==> src/rtl/dwave_pkg.sv <==
package dwave_pkg;

   // Tag carried by each copy of an operation through the pipeline.
   typedef enum logic {
      WAVE_FIRST  = 1'b0,
      WAVE_SECOND = 1'b1
   } wave_e;

   // Select which injection bit applies to a wave.
   function automatic logic inj_for_wave(input logic tag, input logic [1:0] inj);
      return (tag == WAVE_SECOND) ? inj[1] : inj[0];
   endfunction

endpackage

==> src/rtl/dwave_issue.sv <==
module dwave_issue
   import dwave_pkg::*;
#(
   parameter int DATA_W = 8,
   parameter int RES_W  = 2 * DATA_W
) (
   input  logic              clk,
   input  logic              rst,
   input  logic              in_valid,
   output logic              in_ready,
   input  logic [DATA_W-1:0] in_a,
   input  logic [DATA_W-1:0] in_b,
   input  logic [RES_W-1:0]  in_c,
   input  logic [1:0]        in_inj,
   output logic              lat_v,
   output logic              lat_tag,
   output logic [DATA_W-1:0] lat_a,
   output logic [DATA_W-1:0] lat_b,
   output logic [RES_W-1:0]  lat_c,
   output logic [1:0]        lat_inj
);

   if (DATA_W < 2) begin : g_bad_w
      $error("dwave_issue: DATA_W must be at least 2");
   end

   logic take;

   // A first wave is in the latch: the second copy goes out next cycle.
   assign in_ready = !(lat_v && lat_tag == WAVE_FIRST);
   assign take     = in_valid && in_ready;

   always_ff @(posedge clk) begin
      if (rst) begin
         lat_v   <= 1'b0;
         lat_tag <= WAVE_FIRST;
         lat_a   <= '0;
         lat_b   <= '0;
         lat_c   <= '0;
         lat_inj <= '0;
      end else if (lat_v && lat_tag == WAVE_FIRST) begin
         lat_tag <= WAVE_SECOND;
      end else if (take) begin
         lat_v   <= 1'b1;
         lat_tag <= WAVE_FIRST;
         lat_a   <= in_a;
         lat_b   <= in_b;
         lat_c   <= in_c;
         lat_inj <= in_inj;
      end else begin
         lat_v   <= 1'b0;
         lat_tag <= WAVE_FIRST;
      end
   end

   assert_ready_drop_R1: assert property (@(posedge clk) disable iff (rst)
      take |=> !in_ready);

   assert_latch_hold_R10: assert property (@(posedge clk) disable iff (rst)
      (lat_v && lat_tag == WAVE_FIRST) |=>
         (lat_v && lat_tag == WAVE_SECOND && $stable(lat_a) && $stable(lat_b)
          && $stable(lat_c) && $stable(lat_inj)));

endmodule

==> src/rtl/dwave_pipe.sv <==
module dwave_pipe
   import dwave_pkg::*;
#(
   parameter int DATA_W  = 8,
   parameter int RES_W   = 2 * DATA_W,
   parameter int STAGES  = 3,
   parameter int INJ_BIT = 0
) (
   input  logic              clk,
   input  logic              rst,
   input  logic              lat_v,
   input  logic              lat_tag,
   input  logic [DATA_W-1:0] lat_a,
   input  logic [DATA_W-1:0] lat_b,
   input  logic [RES_W-1:0]  lat_c,
   input  logic [1:0]        lat_inj,
   output logic              p_v,
   output logic              p_tag,
   output logic [RES_W-1:0]  p_res
);

   localparam int EXTRA = STAGES - 2;
   localparam logic [RES_W-1:0] FLIP_MASK = RES_W'(1) << INJ_BIT;

   if (STAGES < 2) begin : g_bad_st
      $error("dwave_pipe: STAGES must be at least 2");
   end
   if (INJ_BIT >= RES_W) begin : g_bad_inj
      $error("dwave_pipe: INJ_BIT outside the result");
   end

   // Stage 1: multiply.
   logic             s1_v, s1_tag;
   logic [1:0]       s1_inj;
   logic [RES_W-1:0] s1_prod, s1_c;

   always_ff @(posedge clk) begin
      if (rst) begin
         s1_v    <= 1'b0;
         s1_tag  <= WAVE_FIRST;
         s1_inj  <= '0;
         s1_prod <= '0;
         s1_c    <= '0;
      end else begin
         s1_v    <= lat_v;
         s1_tag  <= lat_tag;
         s1_inj  <= lat_inj;
         s1_prod <= RES_W'(lat_a) * RES_W'(lat_b);
         s1_c    <= lat_c;
      end
   end

   // Stage 2: accumulate.
   logic             s2_v, s2_tag;
   logic [1:0]       s2_inj;
   logic [RES_W-1:0] s2_res;

   always_ff @(posedge clk) begin
      if (rst) begin
         s2_v   <= 1'b0;
         s2_tag <= WAVE_FIRST;
         s2_inj <= '0;
         s2_res <= '0;
      end else begin
         s2_v   <= s1_v;
         s2_tag <= s1_tag;
         s2_inj <= s1_inj;
         s2_res <= s1_prod + s1_c;
      end
   end

   logic             end_v, end_tag;
   logic [1:0]       end_inj;
   logic [RES_W-1:0] end_res;

   if (EXTRA == 0) begin : g_nodly
      assign end_v   = s2_v;
      assign end_tag = s2_tag;
      assign end_inj = s2_inj;
      assign end_res = s2_res;
   end else begin : g_dly
      for (genvar i = 0; i < EXTRA; i++) begin : g_st
         logic             src_v, src_tag;
         logic [1:0]       src_inj;
         logic [RES_W-1:0] src_res;
         logic             q_v, q_tag;
         logic [1:0]       q_inj;
         logic [RES_W-1:0] q_res;

         if (i == 0) begin : g_src
            assign src_v   = s2_v;
            assign src_tag = s2_tag;
            assign src_inj = s2_inj;
            assign src_res = s2_res;
         end else begin : g_src
            assign src_v   = g_st[i-1].q_v;
            assign src_tag = g_st[i-1].q_tag;
            assign src_inj = g_st[i-1].q_inj;
            assign src_res = g_st[i-1].q_res;
         end

         always_ff @(posedge clk) begin
            if (rst) begin
               q_v   <= 1'b0;
               q_tag <= WAVE_FIRST;
               q_inj <= '0;
               q_res <= '0;
            end else begin
               q_v   <= src_v;
               q_tag <= src_tag;
               q_inj <= src_inj;
               q_res <= src_res;
            end
         end
      end
      assign end_v   = g_st[EXTRA-1].q_v;
      assign end_tag = g_st[EXTRA-1].q_tag;
      assign end_inj = g_st[EXTRA-1].q_inj;
      assign end_res = g_st[EXTRA-1].q_res;
   end

   // Fault injection acts on one wave's result at the pipeline exit.
   assign p_v   = end_v;
   assign p_tag = end_tag;
   assign p_res = inj_for_wave(end_tag, end_inj) ? (end_res ^ FLIP_MASK) : end_res;

   assert_wave_order_R3: assert property (@(posedge clk) disable iff (rst)
      (p_v && p_tag == WAVE_SECOND) |-> $past(p_v && p_tag == WAVE_FIRST));

endmodule

==> src/rtl/dwave_compare.sv <==
module dwave_compare
   import dwave_pkg::*;
#(
   parameter int RES_W = 16
) (
   input  logic             clk,
   input  logic             rst,
   input  logic             p_v,
   input  logic             p_tag,
   input  logic [RES_W-1:0] p_res,
   output logic             out_valid,
   output logic [RES_W-1:0] out_res,
   output logic             out_err
);

   logic             hold_v;
   logic [RES_W-1:0] hold_res;

   always_ff @(posedge clk) begin
      if (rst) begin
         hold_v    <= 1'b0;
         hold_res  <= '0;
         out_valid <= 1'b0;
         out_res   <= '0;
         out_err   <= 1'b0;
      end else begin
         out_valid <= 1'b0;
         if (p_v && p_tag == WAVE_FIRST) begin
            hold_v   <= 1'b1;
            hold_res <= p_res;
         end else if (p_v && p_tag == WAVE_SECOND) begin
            hold_v    <= 1'b0;
            out_valid <= hold_v;
            out_res   <= p_res;
            out_err   <= (p_res != hold_res);
         end
      end
   end

   assert_single_pulse_R3: assert property (@(posedge clk) disable iff (rst)
      out_valid |=> !out_valid);

   assert_after_second_R3: assert property (@(posedge clk) disable iff (rst)
      out_valid |-> $past(p_v && p_tag == WAVE_SECOND));

   assert_first_held_R5: assert property (@(posedge clk) disable iff (rst)
      (p_v && p_tag == WAVE_FIRST) |=> hold_v);

endmodule

==> src/rtl/dwave_unit.sv <==
module dwave_unit
   import dwave_pkg::*;
#(
   parameter int DATA_W  = 8,
   parameter int STAGES  = 3,
   parameter int INJ_BIT = 0
) (
   input  logic                  clk,
   input  logic                  rst,
   input  logic                  in_valid,
   output logic                  in_ready,
   input  logic [DATA_W-1:0]     in_a,
   input  logic [DATA_W-1:0]     in_b,
   input  logic [2*DATA_W-1:0]   in_c,
   input  logic [1:0]            in_inj,
   output logic                  out_valid,
   output logic [2*DATA_W-1:0]   out_res,
   output logic                  out_err
);

   localparam int RES_W = 2 * DATA_W;

   logic              lat_v, lat_tag;
   logic [DATA_W-1:0] lat_a, lat_b;
   logic [RES_W-1:0]  lat_c;
   logic [1:0]        lat_inj;
   logic              p_v, p_tag;
   logic [RES_W-1:0]  p_res;

   dwave_issue #(.DATA_W(DATA_W), .RES_W(RES_W)) u_issue (
      .clk(clk), .rst(rst),
      .in_valid(in_valid), .in_ready(in_ready),
      .in_a(in_a), .in_b(in_b), .in_c(in_c), .in_inj(in_inj),
      .lat_v(lat_v), .lat_tag(lat_tag),
      .lat_a(lat_a), .lat_b(lat_b), .lat_c(lat_c), .lat_inj(lat_inj)
   );

   dwave_pipe #(.DATA_W(DATA_W), .RES_W(RES_W), .STAGES(STAGES), .INJ_BIT(INJ_BIT)) u_pipe (
      .clk(clk), .rst(rst),
      .lat_v(lat_v), .lat_tag(lat_tag),
      .lat_a(lat_a), .lat_b(lat_b), .lat_c(lat_c), .lat_inj(lat_inj),
      .p_v(p_v), .p_tag(p_tag), .p_res(p_res)
   );

   dwave_compare #(.RES_W(RES_W)) u_cmp (
      .clk(clk), .rst(rst),
      .p_v(p_v), .p_tag(p_tag), .p_res(p_res),
      .out_valid(out_valid), .out_res(out_res), .out_err(out_err)
   );

endmodule

==> config.mk <==
export PLATFORM = sky130hd
export DESIGN_NAME = dwave_unit
export DESIGN_NICKNAME = d
export VERILOG_FILES = /design/src/rtl/dwave_pkg.sv /design/src/rtl/dwave_issue.sv /design/src/rtl/dwave_pipe.sv /design/src/rtl/dwave_compare.sv /design/src/rtl/dwave_unit.sv
export SDC_FILE = /design/constraint.sdc
export NUM_CORES = 1
export LEC_CHECK = 0
export ABC_AREA = 1
export BUFFER_PORTS_ARGS = -buffer_cell sky130_fd_sc_hd__buf_2
export CORE_ASPECT_RATIO = 0.8
export CORE_MARGIN = 4
export CORE_UTILIZATION = 65
export DETAILED_ROUTE_END_ITERATION = 16
export PLACE_DENSITY = 0.82
export SYNTH_ARGS = -nofsm -noshare
export SYNTH_HDL_FRONTEND = slang
export SYNTH_HIERARCHICAL = 1
export SYNTH_SLANG_ARGS = --single-unit
==> constraint.sdc <==
create_clock -name clk -period 8.6 [get_ports clk]
set_clock_uncertainty 0.05 [all_clocks]
set_input_delay 1.29 -clock clk [delete_from_list [all_inputs] [get_ports clk]]
set_output_delay 1.29 -clock clk [all_outputs]
set_load 0.005 [all_outputs]
==> run metrics <==
outcome finished clean; clk slew on worst S/H paths 0.07 ns; Final TNS setup 0 ns; crit path cell chain nand2_1 > fa_1 > fa_1 > inv_1 > fa_1 > inv_1 > fa_1 > inv_1 > ha_1 > nand2_1 > nand2_1 > nand2_1 > nand2_1 > a21oi_1 > o21ai_0 > a21oi_1; GR Overflow Total 0; sequential fraction of the synthesis area 34.3%; PortBufs 55; power density cells 184 nW/µm²; DIE AREA 15100 µm²; crit path time final 4.00 ns; final slew viol count 0; Critical Path Start u_issue/lat_a[5]; Antenna Cells 0; Min Hold Slack 0.352 ns; Top delay family on crit path adder cells; RD Place Congestion 0.886; vias in the first global route 6537; CP startpoint kind register; flop2flop setup slack 4.60 ns; largest net degree at the start of global routing 84; CTS buffer count 17; syn nets 1340; starting density of the core 66.5%; XOR/XNOR share of the synthesized area 0.714%; dpl hpwl 12700 µm; ys async rst share 0%; final net count 1351; VDD IR max 0.144 mV; via count 6909; layout cells sized above 1 10.0%; Area Overhead vs Synth 8.33%; most numerous cell in the Yosys netlist nand2_1; global-route wire length before repair 30700 µm; Setup Viol. Count Final 0; Top Ports 56; Post-Synth Simple-Gate Area 24.5%; post-synth top area share 34.3%; Clock Sinks 147; Max-slew headroom 43.5%; post-synthesis adder-cell area fraction 16.1%; RR Startpoint u_issue/lat_a[5]; # hold bufs at CTS 0; row count 37; Main synth FF type dfxtp_1; Final period util 46.6%; Die Width 137 µm; Critical Path Max Stage Delay 0.56 ns; Fillers 1002; Hold Crit Class reg2reg; average size of a mapped cell 7.07 µm²; DP Worst Slack 4.61 ns; CTS Root Cell clkbuf_16; Max Clock Freq 0.250 GHz; Cells after Synth 1215; Crit Path Max Fanout 9; critical path depth in cells 16; final hold viol count 0; reg-to-reg critical path endpoint u_pipe/s1_prod[10]; antenna violations before repair 0; FF-to-FF path depth 16; Clock Latency Late Sink 0.43 ns; CP Class reg2reg; drt via density 4.89; final setup margin 4.60 ns; CTS tree done; most frequent cells after synthesis nand2_1 (279), inv_1 (270), nor2_1 (171), dfxtp_1 (147), nand3_1 (56); most frequent CP cell nand2_1; Tot GR Track Use 25.0%; drt pass-1 iters 5; DP Cell Count 1382; EDFF count, synth 0; antenna viol nets, final 0; Yosys cell types 34; mux cell area share after synthesis 0.117%; H-tree depth 4; Critical Path End u_pipe/s1_prod[10]; Chip Height 111 µm; post-CTS resize count 0; Data required, critical path 8.90 ns; post-route DRC violation count 0; worst path buffer plus inverter count 3; Lkg Pwr 5.08 nW; post-synthesis compound-gate area fraction 7.81%; Synth Cell Area 8590 µm²; Post-Layout Cell Count 1414; CP max stage cell fa_1; initial DRC count 631; synth top area cells dfxtp_1 (34%), nand2_1 (12%), inv_1 (12%), fa_1 (8.6%), nor2_1 (7.5%); slew at the pin with the worst max-slew slack 0.847 ns; core box area 12900 µm²; Total Power 0.00171 W; YS warnings 6; Post-CTS Setup Bufs 0; leading area contributor after synthesis dfxtp_1; Wirelength per Cell 12.4 µm; largest family of logic cells by synthesized area simple AND/OR/NAND/NOR gates; final wirelength 17600 µm; post-synthesis register bit count 147; Worst setup EP type register; maxcap violations 0; deepest clock path buffer count 2; Worst EP arrival 4.31 ns; RSZ-0062 raised after global routing false
## routing by layer
metal  up-vias  part of all wire (%)  GRT usage (%)
li1       3619                     -              -
met1      3096                    52           38.3
met2       182                    42           36.1
met3        12                   5.5           4.81
met4         0                  0.73           6.04
met5         -                     0              0
## cell type report
cell class	instances	area (µm²)	share of cell area [%]
Inverter	276	1040	11.1
Clock buffer	17	425	4.57
Clock inverter	15	159	1.71
Tap cell	175	219	2.35
Sequential cell	147	2940	31.6
Timing Repair Buffer	58	298	3.20
Multi-Input combinational cell	726	4220	45.4
## worst min-delay path: cells and delay by family (launching register included)
family,cells,cell delay (ns)
buffers and inverters,1,0.04
and+or+nand+nor,1,0.03
DFF,1,0.30
## cells in the final DEF, fill, tap and decap left out
master	synthesis	routed
mux2i_1	1	1
nand2_2	7	7
buf_4	20	3
clkinv_1	1	1
inv_8	0	3
a21oi_2	10	10
nor3_1	2	2
inv_2	5	5
a21oi_1	54	54
a31oi_1	1	1
or2_1	1	1
a211oi_2	5	5
or2_4	1	1
clkinv_8	0	3
nand2_1	279	279
dfxtp_1	147	147
xor2_1	3	3
fa_1	37	37
buf_2	19	55
nor2_4	1	1
xnor2_1	4	4
clkinvlp_4	0	2
nand3_1	56	56
inv_1	270	270
inv_6	0	7
o21ai_0	11	11
or2_2	2	2
clkbuf_16	0	17
nor2_1	171	171
nor3_2	2	2
ha_1	51	51
nand4_1	2	2
a211oi_1	21	21
a21o_1	2	2
a21oi_4	1	1
nand3b_1	1	1
## state kept, by name, indices dropped and copies added (netlist names), 2 cells and up
signal                     count
u_cmp/hold_res                16
u_cmp/out_res                 16
u_issue/lat_a                  8
u_issue/lat_b                  8
u_issue/lat_c                 16
u_issue/lat_inj                2
u_pipe/end_inj                 2
u_pipe/end_res                16
u_pipe/g_dly.g_st.src_inj      2
u_pipe/g_dly.g_st.src_res     16
u_pipe/s1_c                   16
u_pipe/s1_inj                  2
u_pipe/s1_prod                16
## worst min path at each step
stage                                           from                            to  slack, ns  cells after the start
floorplan            u_pipe/g_dly.g_st[0].src_inj[0]             u_pipe/end_inj[0]       0.34                      2
global placement        u_pipe/g_dly.g_st[0].src_tag                  u_pipe/p_tag       0.34                      2
detailed placement                       u_pipe/s1_v    u_pipe/g_dly.g_st[0].src_v       0.34                      2
CTS                                      u_pipe/s1_v    u_pipe/g_dly.g_st[0].src_v       0.35                      2
global route        u_pipe/g_dly.g_st[0].src_res[10]            u_pipe/end_res[10]       0.36                      2
finish                                 u_pipe/s1_tag  u_pipe/g_dly.g_st[0].src_tag       0.35                      2
## power breakdown
part           switching, W  total (W)  internal (W)  leakage [nW]
Sequential        0.0000355   0.000757      0.000722          1.20
Combinational      0.000148   0.000234     0.0000865          3.60
Clock              0.000332   0.000720      0.000388         0.280
## stage by stage
step / instance area (µm²) / utilization [%]
detailed placement: 8720 / 67.5
CTS: 9300 / 72.0
finish: 9300 / 72.0
global route: 9300 / 72.0
global placement: 8720 / 67.5
floorplan: 8590 / -
## kinds of logic after synthesis
kind of cell,after synthesis
simple gates,525
buf+inv,342
flops,147
compound gates,105
fa+ha+maj,88
xor+xnor,7
mux,1
Note: power is estimated with default switching activity, not from simulation.
